$ cat src/rtl/bl_pc_pkg.sv
package bl_pc_pkg;

    typedef enum logic {
        ISA_WIDE    = 1'b0,
        ISA_COMPACT = 1'b1
    } isa_e;

    localparam int unsigned LINK_OFS_WIDE    = 8;
    localparam int unsigned LINK_OFS_COMPACT = 4;

endpackage

$ cat src/rtl/bl_link_bank.sv
module bl_link_bank #(
    parameter int unsigned AW     = 32,
    parameter int unsigned NMODES = 4,
    parameter int unsigned MW     = (NMODES > 1) ? $clog2(NMODES) : 1
) (
    input  logic          clk,
    input  logic          rst_n,
    input  logic          we_i,
    input  logic [MW-1:0] wsel_i,
    input  logic [AW-1:0] wdata_i,
    input  logic [MW-1:0] rsel_i,
    output logic [AW-1:0] rdata_o
);

    logic [AW-1:0] bank_q [NMODES];
    logic [AW-1:0] bank_d [NMODES];

    for (genvar g = 0; g < NMODES; g++) begin : g_bank
        always_comb begin
            bank_d[g] = bank_q[g];
            if (we_i && (wsel_i == MW'(g))) begin
                bank_d[g] = wdata_i;
            end
        end

        always_ff @(posedge clk or negedge rst_n) begin
            if (!rst_n) begin
                bank_q[g] <= '0;
            end else begin
                bank_q[g] <= bank_d[g];
            end
        end
    end

    always_comb begin
        rdata_o = '0;
        for (int i = 0; i < NMODES; i++) begin
            if (rsel_i == MW'(i)) begin
                rdata_o = bank_q[i];
            end
        end
    end

    // an entry not selected for writing keeps its value
    assert_bank_isolation_R6: assert property (@(posedge clk) disable iff (!rst_n)
        (we_i && (wsel_i != rsel_i)) |=> $stable(rdata_o) || (rsel_i != $past(rsel_i)));

endmodule

$ cat src/rtl/bl_next_ctl.sv
module bl_next_ctl
    import bl_pc_pkg::*;
#(
    parameter int unsigned AW = 32,
    parameter int unsigned MW = 2
) (
    input  logic [AW-1:0] pc_i,
    input  logic          isa_i,
    input  logic [MW-1:0] mode_i,
    input  logic [AW-1:0] lr_i,
    input  logic          call_i,
    input  logic          ret_i,
    input  logic          mtl_i,
    input  logic          exc_i,
    input  logic          eret_i,
    input  logic [MW-1:0] exc_mode_i,
    input  logic [AW-1:0] target_i,
    input  logic [AW-1:0] gp_i,
    output logic [AW-1:0] pc_o,
    output logic          isa_o,
    output logic [MW-1:0] mode_o,
    output logic          lr_we_o,
    output logic [MW-1:0] lr_sel_o,
    output logic [AW-1:0] lr_wdata_o
);

    localparam int unsigned TAG_W = AW - MW - 1;

    function automatic logic [AW-1:0] align_pc(input logic [AW-1:0] a, input logic isa);
        logic [AW-1:0] r;
        r = a;
        r[0] = 1'b0;
        if (isa == ISA_WIDE) begin
            r[1] = 1'b0;
        end
        return r;
    endfunction

    logic          is_token;
    logic [AW-1:0] link_val;
    logic [AW-1:0] token_val;

    always_comb begin
        is_token  = &lr_i[AW-1:MW+1];
        link_val  = pc_i + ((isa_i == ISA_COMPACT) ? AW'(LINK_OFS_COMPACT) : AW'(LINK_OFS_WIDE));
        link_val[0] = isa_i;
        token_val = {{TAG_W{1'b1}}, mode_i, isa_i};
    end

    always_comb begin
        pc_o       = pc_i;
        isa_o      = isa_i;
        mode_o     = mode_i;
        lr_we_o    = 1'b0;
        lr_sel_o   = mode_i;
        lr_wdata_o = gp_i;
        if (exc_i) begin
            mode_o     = exc_mode_i;
            isa_o      = ISA_WIDE;
            pc_o       = align_pc(target_i, ISA_WIDE);
            lr_we_o    = 1'b1;
            lr_sel_o   = exc_mode_i;
            lr_wdata_o = token_val;
        end else begin
            if (eret_i && is_token) begin
                mode_o = lr_i[MW:1];
                isa_o  = lr_i[0];
                pc_o   = align_pc(target_i, lr_i[0]);
            end else if (eret_i || ret_i) begin
                isa_o  = lr_i[0];
                pc_o   = align_pc(lr_i, lr_i[0]);
            end else if (call_i) begin
                pc_o       = align_pc(target_i, isa_i);
                lr_we_o    = 1'b1;
                lr_wdata_o = link_val;
            end
            if (!call_i && mtl_i) begin
                lr_we_o    = 1'b1;
                lr_wdata_o = gp_i;
            end
        end
    end

endmodule

$ cat src/rtl/bl_pc_unit.sv
module bl_pc_unit
    import bl_pc_pkg::*;
#(
    parameter int unsigned     AW        = 32,
    parameter int unsigned     NMODES    = 4,
    parameter int unsigned     MW        = (NMODES > 1) ? $clog2(NMODES) : 1,
    parameter logic [AW-1:0]   RESET_VEC = 32'h0000_1000
) (
    input  logic          clk,
    input  logic          rst_n,
    input  logic          call_i,
    input  logic          ret_i,
    input  logic          mtl_i,
    input  logic          mfl_i,
    input  logic          exc_i,
    input  logic          eret_i,
    input  logic [MW-1:0] exc_mode_i,
    input  logic [AW-1:0] target_i,
    input  logic [AW-1:0] gp_i,
    output logic [AW-1:0] pc_o,
    output logic          isa_o,
    output logic [MW-1:0] mode_o,
    output logic [AW-1:0] lr_rdata_o
);

    typedef struct packed {
        logic [AW-1:0] pc;
        logic          isa;
        logic [MW-1:0] mode;
    } seq_state_t;

    seq_state_t    st_d, st_q;
    logic [AW-1:0] lr_cur;
    logic          lr_we;
    logic [MW-1:0] lr_sel;
    logic [AW-1:0] lr_wdata;
    logic [AW-1:0] nx_pc;
    logic          nx_isa;
    logic [MW-1:0] nx_mode;

    bl_next_ctl #(.AW(AW), .MW(MW)) u_ctl (
        .pc_i       (st_q.pc),
        .isa_i      (st_q.isa),
        .mode_i     (st_q.mode),
        .lr_i       (lr_cur),
        .call_i     (call_i),
        .ret_i      (ret_i),
        .mtl_i      (mtl_i),
        .exc_i      (exc_i),
        .eret_i     (eret_i),
        .exc_mode_i (exc_mode_i),
        .target_i   (target_i),
        .gp_i       (gp_i),
        .pc_o       (nx_pc),
        .isa_o      (nx_isa),
        .mode_o     (nx_mode),
        .lr_we_o    (lr_we),
        .lr_sel_o   (lr_sel),
        .lr_wdata_o (lr_wdata)
    );

    bl_link_bank #(.AW(AW), .NMODES(NMODES), .MW(MW)) u_bank (
        .clk     (clk),
        .rst_n   (rst_n),
        .we_i    (lr_we),
        .wsel_i  (lr_sel),
        .wdata_i (lr_wdata),
        .rsel_i  (st_q.mode),
        .rdata_o (lr_cur)
    );

    always_comb begin
        st_d.pc   = nx_pc;
        st_d.isa  = nx_isa;
        st_d.mode = nx_mode;
    end

    always_ff @(posedge clk or negedge rst_n) begin
        if (!rst_n) begin
            st_q.pc   <= RESET_VEC;
            st_q.isa  <= ISA_WIDE;
            st_q.mode <= '0;
        end else begin
            st_q <= st_d;
        end
    end

    assign pc_o       = st_q.pc;
    assign isa_o      = st_q.isa;
    assign mode_o     = st_q.mode;
    assign lr_rdata_o = mfl_i ? lr_cur : '0;

    // call writes the return address of the current set into the link register
    assert_call_link_R2: assert property (@(posedge clk) disable iff (!rst_n)
        (call_i && !exc_i && !eret_i && !ret_i) |=>
        (lr_cur == ($past(st_q.pc) + ($past(st_q.isa) ? AW'(4) : AW'(8)) | AW'($past(st_q.isa)))));

    // the program counter is always aligned for the active instruction set
    assert_pc_align_R3: assert property (@(posedge clk) disable iff (!rst_n)
        (st_q.pc[0] == 1'b0) && (st_q.isa || (st_q.pc[1] == 1'b0)));

    // a return takes its instruction set from link bit 0
    assert_ret_isa_R3: assert property (@(posedge clk) disable iff (!rst_n)
        (ret_i && !exc_i && !eret_i) |=> (st_q.isa == $past(lr_cur[0])));

    // exception entry switches mode, forces the 32-bit set, plants a token
    assert_exc_entry_R7: assert property (@(posedge clk) disable iff (!rst_n)
        exc_i |=> (st_q.mode == $past(exc_mode_i)) && !st_q.isa && (&lr_cur[AW-1:MW+1]));

    // without control-flow strobes the sequencer state holds
    assert_hold_R11: assert property (@(posedge clk) disable iff (!rst_n)
        !(call_i || ret_i || exc_i || eret_i) |=>
        $stable(st_q.pc) && $stable(st_q.isa) && $stable(st_q.mode));

endmodule

$ cat config.mk
export PLATFORM = sky130hd
export DESIGN_NAME = bl_pc_unit
export DESIGN_NICKNAME = d
export VERILOG_FILES = /design/src/rtl/bl_pc_pkg.sv /design/src/rtl/bl_link_bank.sv /design/src/rtl/bl_next_ctl.sv /design/src/rtl/bl_pc_unit.sv
export SDC_FILE = /design/constraint.sdc
export NUM_CORES = 1
export LEC_CHECK = 0
export BUFFER_PORTS_ARGS = -buffer_cell sky130_fd_sc_hd__buf_2
export CAP_MARGIN = 20
export CORE_MARGIN = 1.5
export CORE_UTILIZATION = 45
export DETAILED_ROUTE_END_ITERATION = 8
export PLACE_DENSITY = 0.66
export SLEW_MARGIN = 20
export SYNTH_ARGS = -nofsm -noshare
export SYNTH_HDL_FRONTEND = slang
export SYNTH_SLANG_ARGS = --single-unit
$ cat constraint.sdc
create_clock -name clk -period 4.5 [get_ports clk]
set_input_delay 0.45 -clock clk [delete_from_list [all_inputs] [get_ports clk]]
set_output_delay 0.45 -clock clk [all_outputs]
set_load 0.02 [all_outputs]
==> results_dict.tcl <==
set metrics [dict create \
    status "finished clean" \
    synth_simple_gate_area_share_pct 13.6 \
    p_leak_nw 4.03 \
    synth_top_family_by_area "multiplexers" \
    reg2reg_depth 8 \
    antenna_found_initial 0 \
    crit_chain "buf_4 > mux4_1 > nand4_1 > nor2_1 > a31oi_4 > buf_12 > mux2i_1 > o21ai_1" \
    skew_ns 0.00687 \
    final_util_pct 54.1 \
    nets 941 \
    stdcell_area_um2 10100 \
    io_pins 141 \
    ys_warn_count 0 \
    crit_arrival_ns 3.44 \
    grt_pass1_vias 6576 \
    grt_pass1_wl_um 36900 \
    synth_seq_area_share_pct 47.5 \
    clkTransAtPathRegs_ns 0.06 \
    syn_inst 736 \
    path_max_fanout 25 \
    critPathCapture "pc_o[5]" \
    cts_root_buf "clkbuf_16" \
    area_delta_synth_final_pct 18.0 \
    cts_resized 0 \
    cp-start-kind "flop" \
    worst_pin_slew_ns 0.930 \
    pwr-share-clk_pct 33.7 \
    dp_slack_ns 1.35 \
    ys_ff_latch 162 \
    power.total_mw 4.63 \
    grt_usage_pct 24.5 \
    vias_per_cell 5.82 \
    synth_ff_type "dfrtp_1" \
    wirelength_um 23200 \
    regToRegEndpoint "pc_o[5]" \
    critPathKind "flop to flop" \
    drc 0 \
    comb_power_share_pct 24.9 \
    synthXorXnorAreaFrac_pct 2.46 \
    r2r_slack_ns 1.35 \
    synth_compound_area_share_pct 10.9 \
    drt_iter0_markers 518 \
    setup_violations 0 \
    synthTopCellsByArea "dfrtp_1 (47%), mux2_2 (5.0%), mux4_1 (4.9%)" \
    power.share.sequential_pct 41.4 \
    synthAdderAreaFrac_pct 0.528 \
    swShare_pct 31.0 \
    worst_path_max_delay_cell "mux4_1" \
    switching_power_mw 1.44 \
    grt_overflow 0 \
    die_area_um2 19800 \
    critPathTopFamily "multiplexers" \
    maxSlewViolCount 0 \
    worst_slack_ns 1.35 \
    synth_edf_count 0 \
    post-route-period-util_pct 69.9 \
    p_per_area_nw_per_um2 460 \
    rows 50 \
    period_needed_ns 3.15 \
    end_kind "flop" \
    syn_area_um2 8540 \
    p_int_mw 3.19 \
    portBuffers 138 \
    cp-startpoint "mode_o[0]" \
    numCtsBuffers 17 \
    timing.rr.start "mode_o[0]" \
    finalHoldViolations 0 \
    cp.depth 8 \
    wl_per_cell_um 20.8 \
    ctsHoldBuffers 0 \
    dr.pass1.iters 5 \
    syn-num-nets 813 \
    drive_gt1_share_pct 30.0 \
    postPlaceCellArea_um2 9440 \
    numClockSinks 162 \
    yosysTopAreaCell "dfrtp_1" \
    core_area_um2 18600 \
    rsz0062_at_grt "false" \
    htree_levels 4 \
    hold_class "input port to async pin" \
    ys_types 55 \
    max_freq_ghz 0.318 \
    die_w_um 141 \
    path_buf_inv 2 \
    drv_cap 0 \
    critPathMaxStageDelay_ns 0.67 \
    clk_path_buf_depth 2 \
    start_util_pct 45.8 \
    fin_tns_setup_ns 0 \
    grt_max_degree 103 \
    place_congestion 0.821 \
    dp_hpwl_um 15800 \
    synth_top_cell_area_share_pct 47.2 \
    muxShareOfSynthArea_pct 21.8 \
    cts_tree "done" \
    avgSynthCellArea_um2 11.6 \
    post-cts-setup-buffer-count 0 \
    die_y_um 141 \
    vias 6467 \
    antenna_left 0 \
    insertion_delay_ns 0.43 \
    synthArstFlopShare_pct 100 \
    insertedDiodeCount 0 \
    vdd_ir_drop_max_mv 0.283 \
    max_slew_margin_pct 38.0 \
    critPathRequiredTime_ns 4.80 \
]
==> logic make-up (layout without fill, tap and decap cells) <==
group / count (synthesis) / after routing
other: 1 / 1
DFF: 162 / 162
adders and majority gates: 3 / 3
AOI/OAI and AO/OA: 143 / 143
and+or+nand+nor: 221 / 221
buffers and inverters: 50 / 191
xor gates and xnor gates: 24 / 24
muxes: 132 / 132
==> routing by layer <==
| layer | track usage [%] | wire (µm) | vias to the layer above |
|---|---|---|---|
| met1 | 34.3 | 10700 | 3267 |
| met3 | 3.87 | 1030 | 35 |
| met4 | 8.50 | 449 | 0 |
| met5 | 0 | 0 | - |
| met2 | 38.9 | 11000 | 204 |
| li1 | - | - | 2961 |
==> worst register-to-register path, stage by stage (launching register included) <==
cell and delay (ns):
dfrtp_2 0.36, buf_4 0.41, mux4_1 0.68, nand4_1 0.20, nor2_1 0.14, a31oi_4 0.56, buf_12 0.29, mux2i_1 0.28
o21ai_1 0.09
==> power groups by stage <==
stage,clock [mW],sequential [mW],combinational (mW)
detailed placement,0,1.94,1.16
CTS,1.58,1.91,1.17
floorplan,0,1.94,0.754
global route,1.64,1.95,1.25
finish,1.56,1.92,1.15
global placement,0,1.92,1.14
==> worst min-delay path by stage <==
| stage | from | endpoint | slack (ns) | depth (start not counted) |
|---|---|---|---|---|
| floorplan | rst_n | isa_o | 0.15 | 0 |
| global placement | u_bank.bank_q[97] | u_bank.bank_q[97] | 0.45 | 2 |
| detailed placement | u_bank.bank_q[97] | u_bank.bank_q[97] | 0.46 | 2 |
| CTS | rst_n | u_bank.bank_q[39] | 0.18 | 1 |
| global route | rst_n | u_bank.bank_q[39] | 0.21 | 1 |
| finish | rst_n | u_bank.bank_q[39] | 0.14 | 1 |
==> area by class of cell <==
class / count / area [µm²]
Fill cell: 1621 / 8570
Multi-Input combinational cell: 524 / 4210
Sequential cell: 162 / 4060
Timing Repair Buffer: 155 / 862
Clock buffer: 20 / 457
Tap cell: 234 / 293
Clock inverter: 12 / 180
Inverter: 4 / 15.0
==> Yosys cell counts (4+ instances only) <==
cell type and n:
xnor2_1 12, buf_2 12, a21oi_1 38, inv_1 4
nand4_2 6, and2_1 36, mux4_1 16, o21ai_0 7
dfrtp_1 161, mux2i_1 37, mux2_2 38, nor2_1 52
o22a_1 32, o211ai_1 12, mux2_1 25, clkbuf_1 22
buf_4 6, nand3_1 12, o21ai_1 41, nand4_1 12
buf_6 5, xor2_1 12, and3_1 5, nor3_1 5
nand2_1 73, mux4_2 16
==> through the flow <==
| stage | hold slack, ns | cells |
|---|---|---|
| after floorplan | 0.154 | 736 |
| after global placement | 0.452 | 1079 |
| after detailed placement | 0.459 | 1079 |
| after CTS | 0.177 | 1111 |
| after global routing | 0.211 | 1111 |
| final | 0.135 | 1111 |
==> registers in the layout (all words and copies together), names as in the netlist <==
register,cells
isa_o,1
mode_o,2
pc_o,31
u_bank.bank_q,128
==> placed cells by master, fill, tap and decap left out, types with 3 or more instances in the layout <==
| cell type | instances |
|---|---|
| a21oi_1 | 38 |
| and2_1 | 36 |
| and3_1 | 5 |
| and4_1 | 3 |
| buf_12 | 3 |
| buf_2 | 137 |
| buf_4 | 14 |
| bufinv_16 | 4 |
| clkbuf_16 | 17 |
| clkinvlp_4 | 5 |
| dfrtp_1 | 160 |
| inv_1 | 4 |
| mux2_1 | 25 |
| mux2_2 | 38 |
| mux2i_1 | 37 |
| mux4_1 | 16 |
| mux4_2 | 16 |
| nand2_1 | 73 |
| nand3_1 | 12 |
| nand4_1 | 12 |
| nand4_2 | 6 |
| nor2_1 | 52 |
| nor3_1 | 5 |
| nor4_4 | 3 |
| o211ai_1 | 12 |
| o21ai_0 | 7 |
| o21ai_1 | 41 |
| o22a_1 | 32 |
| xnor2_1 | 12 |
| xor2_1 | 12 |
Note: power is estimated with default switching activity, not from simulation.
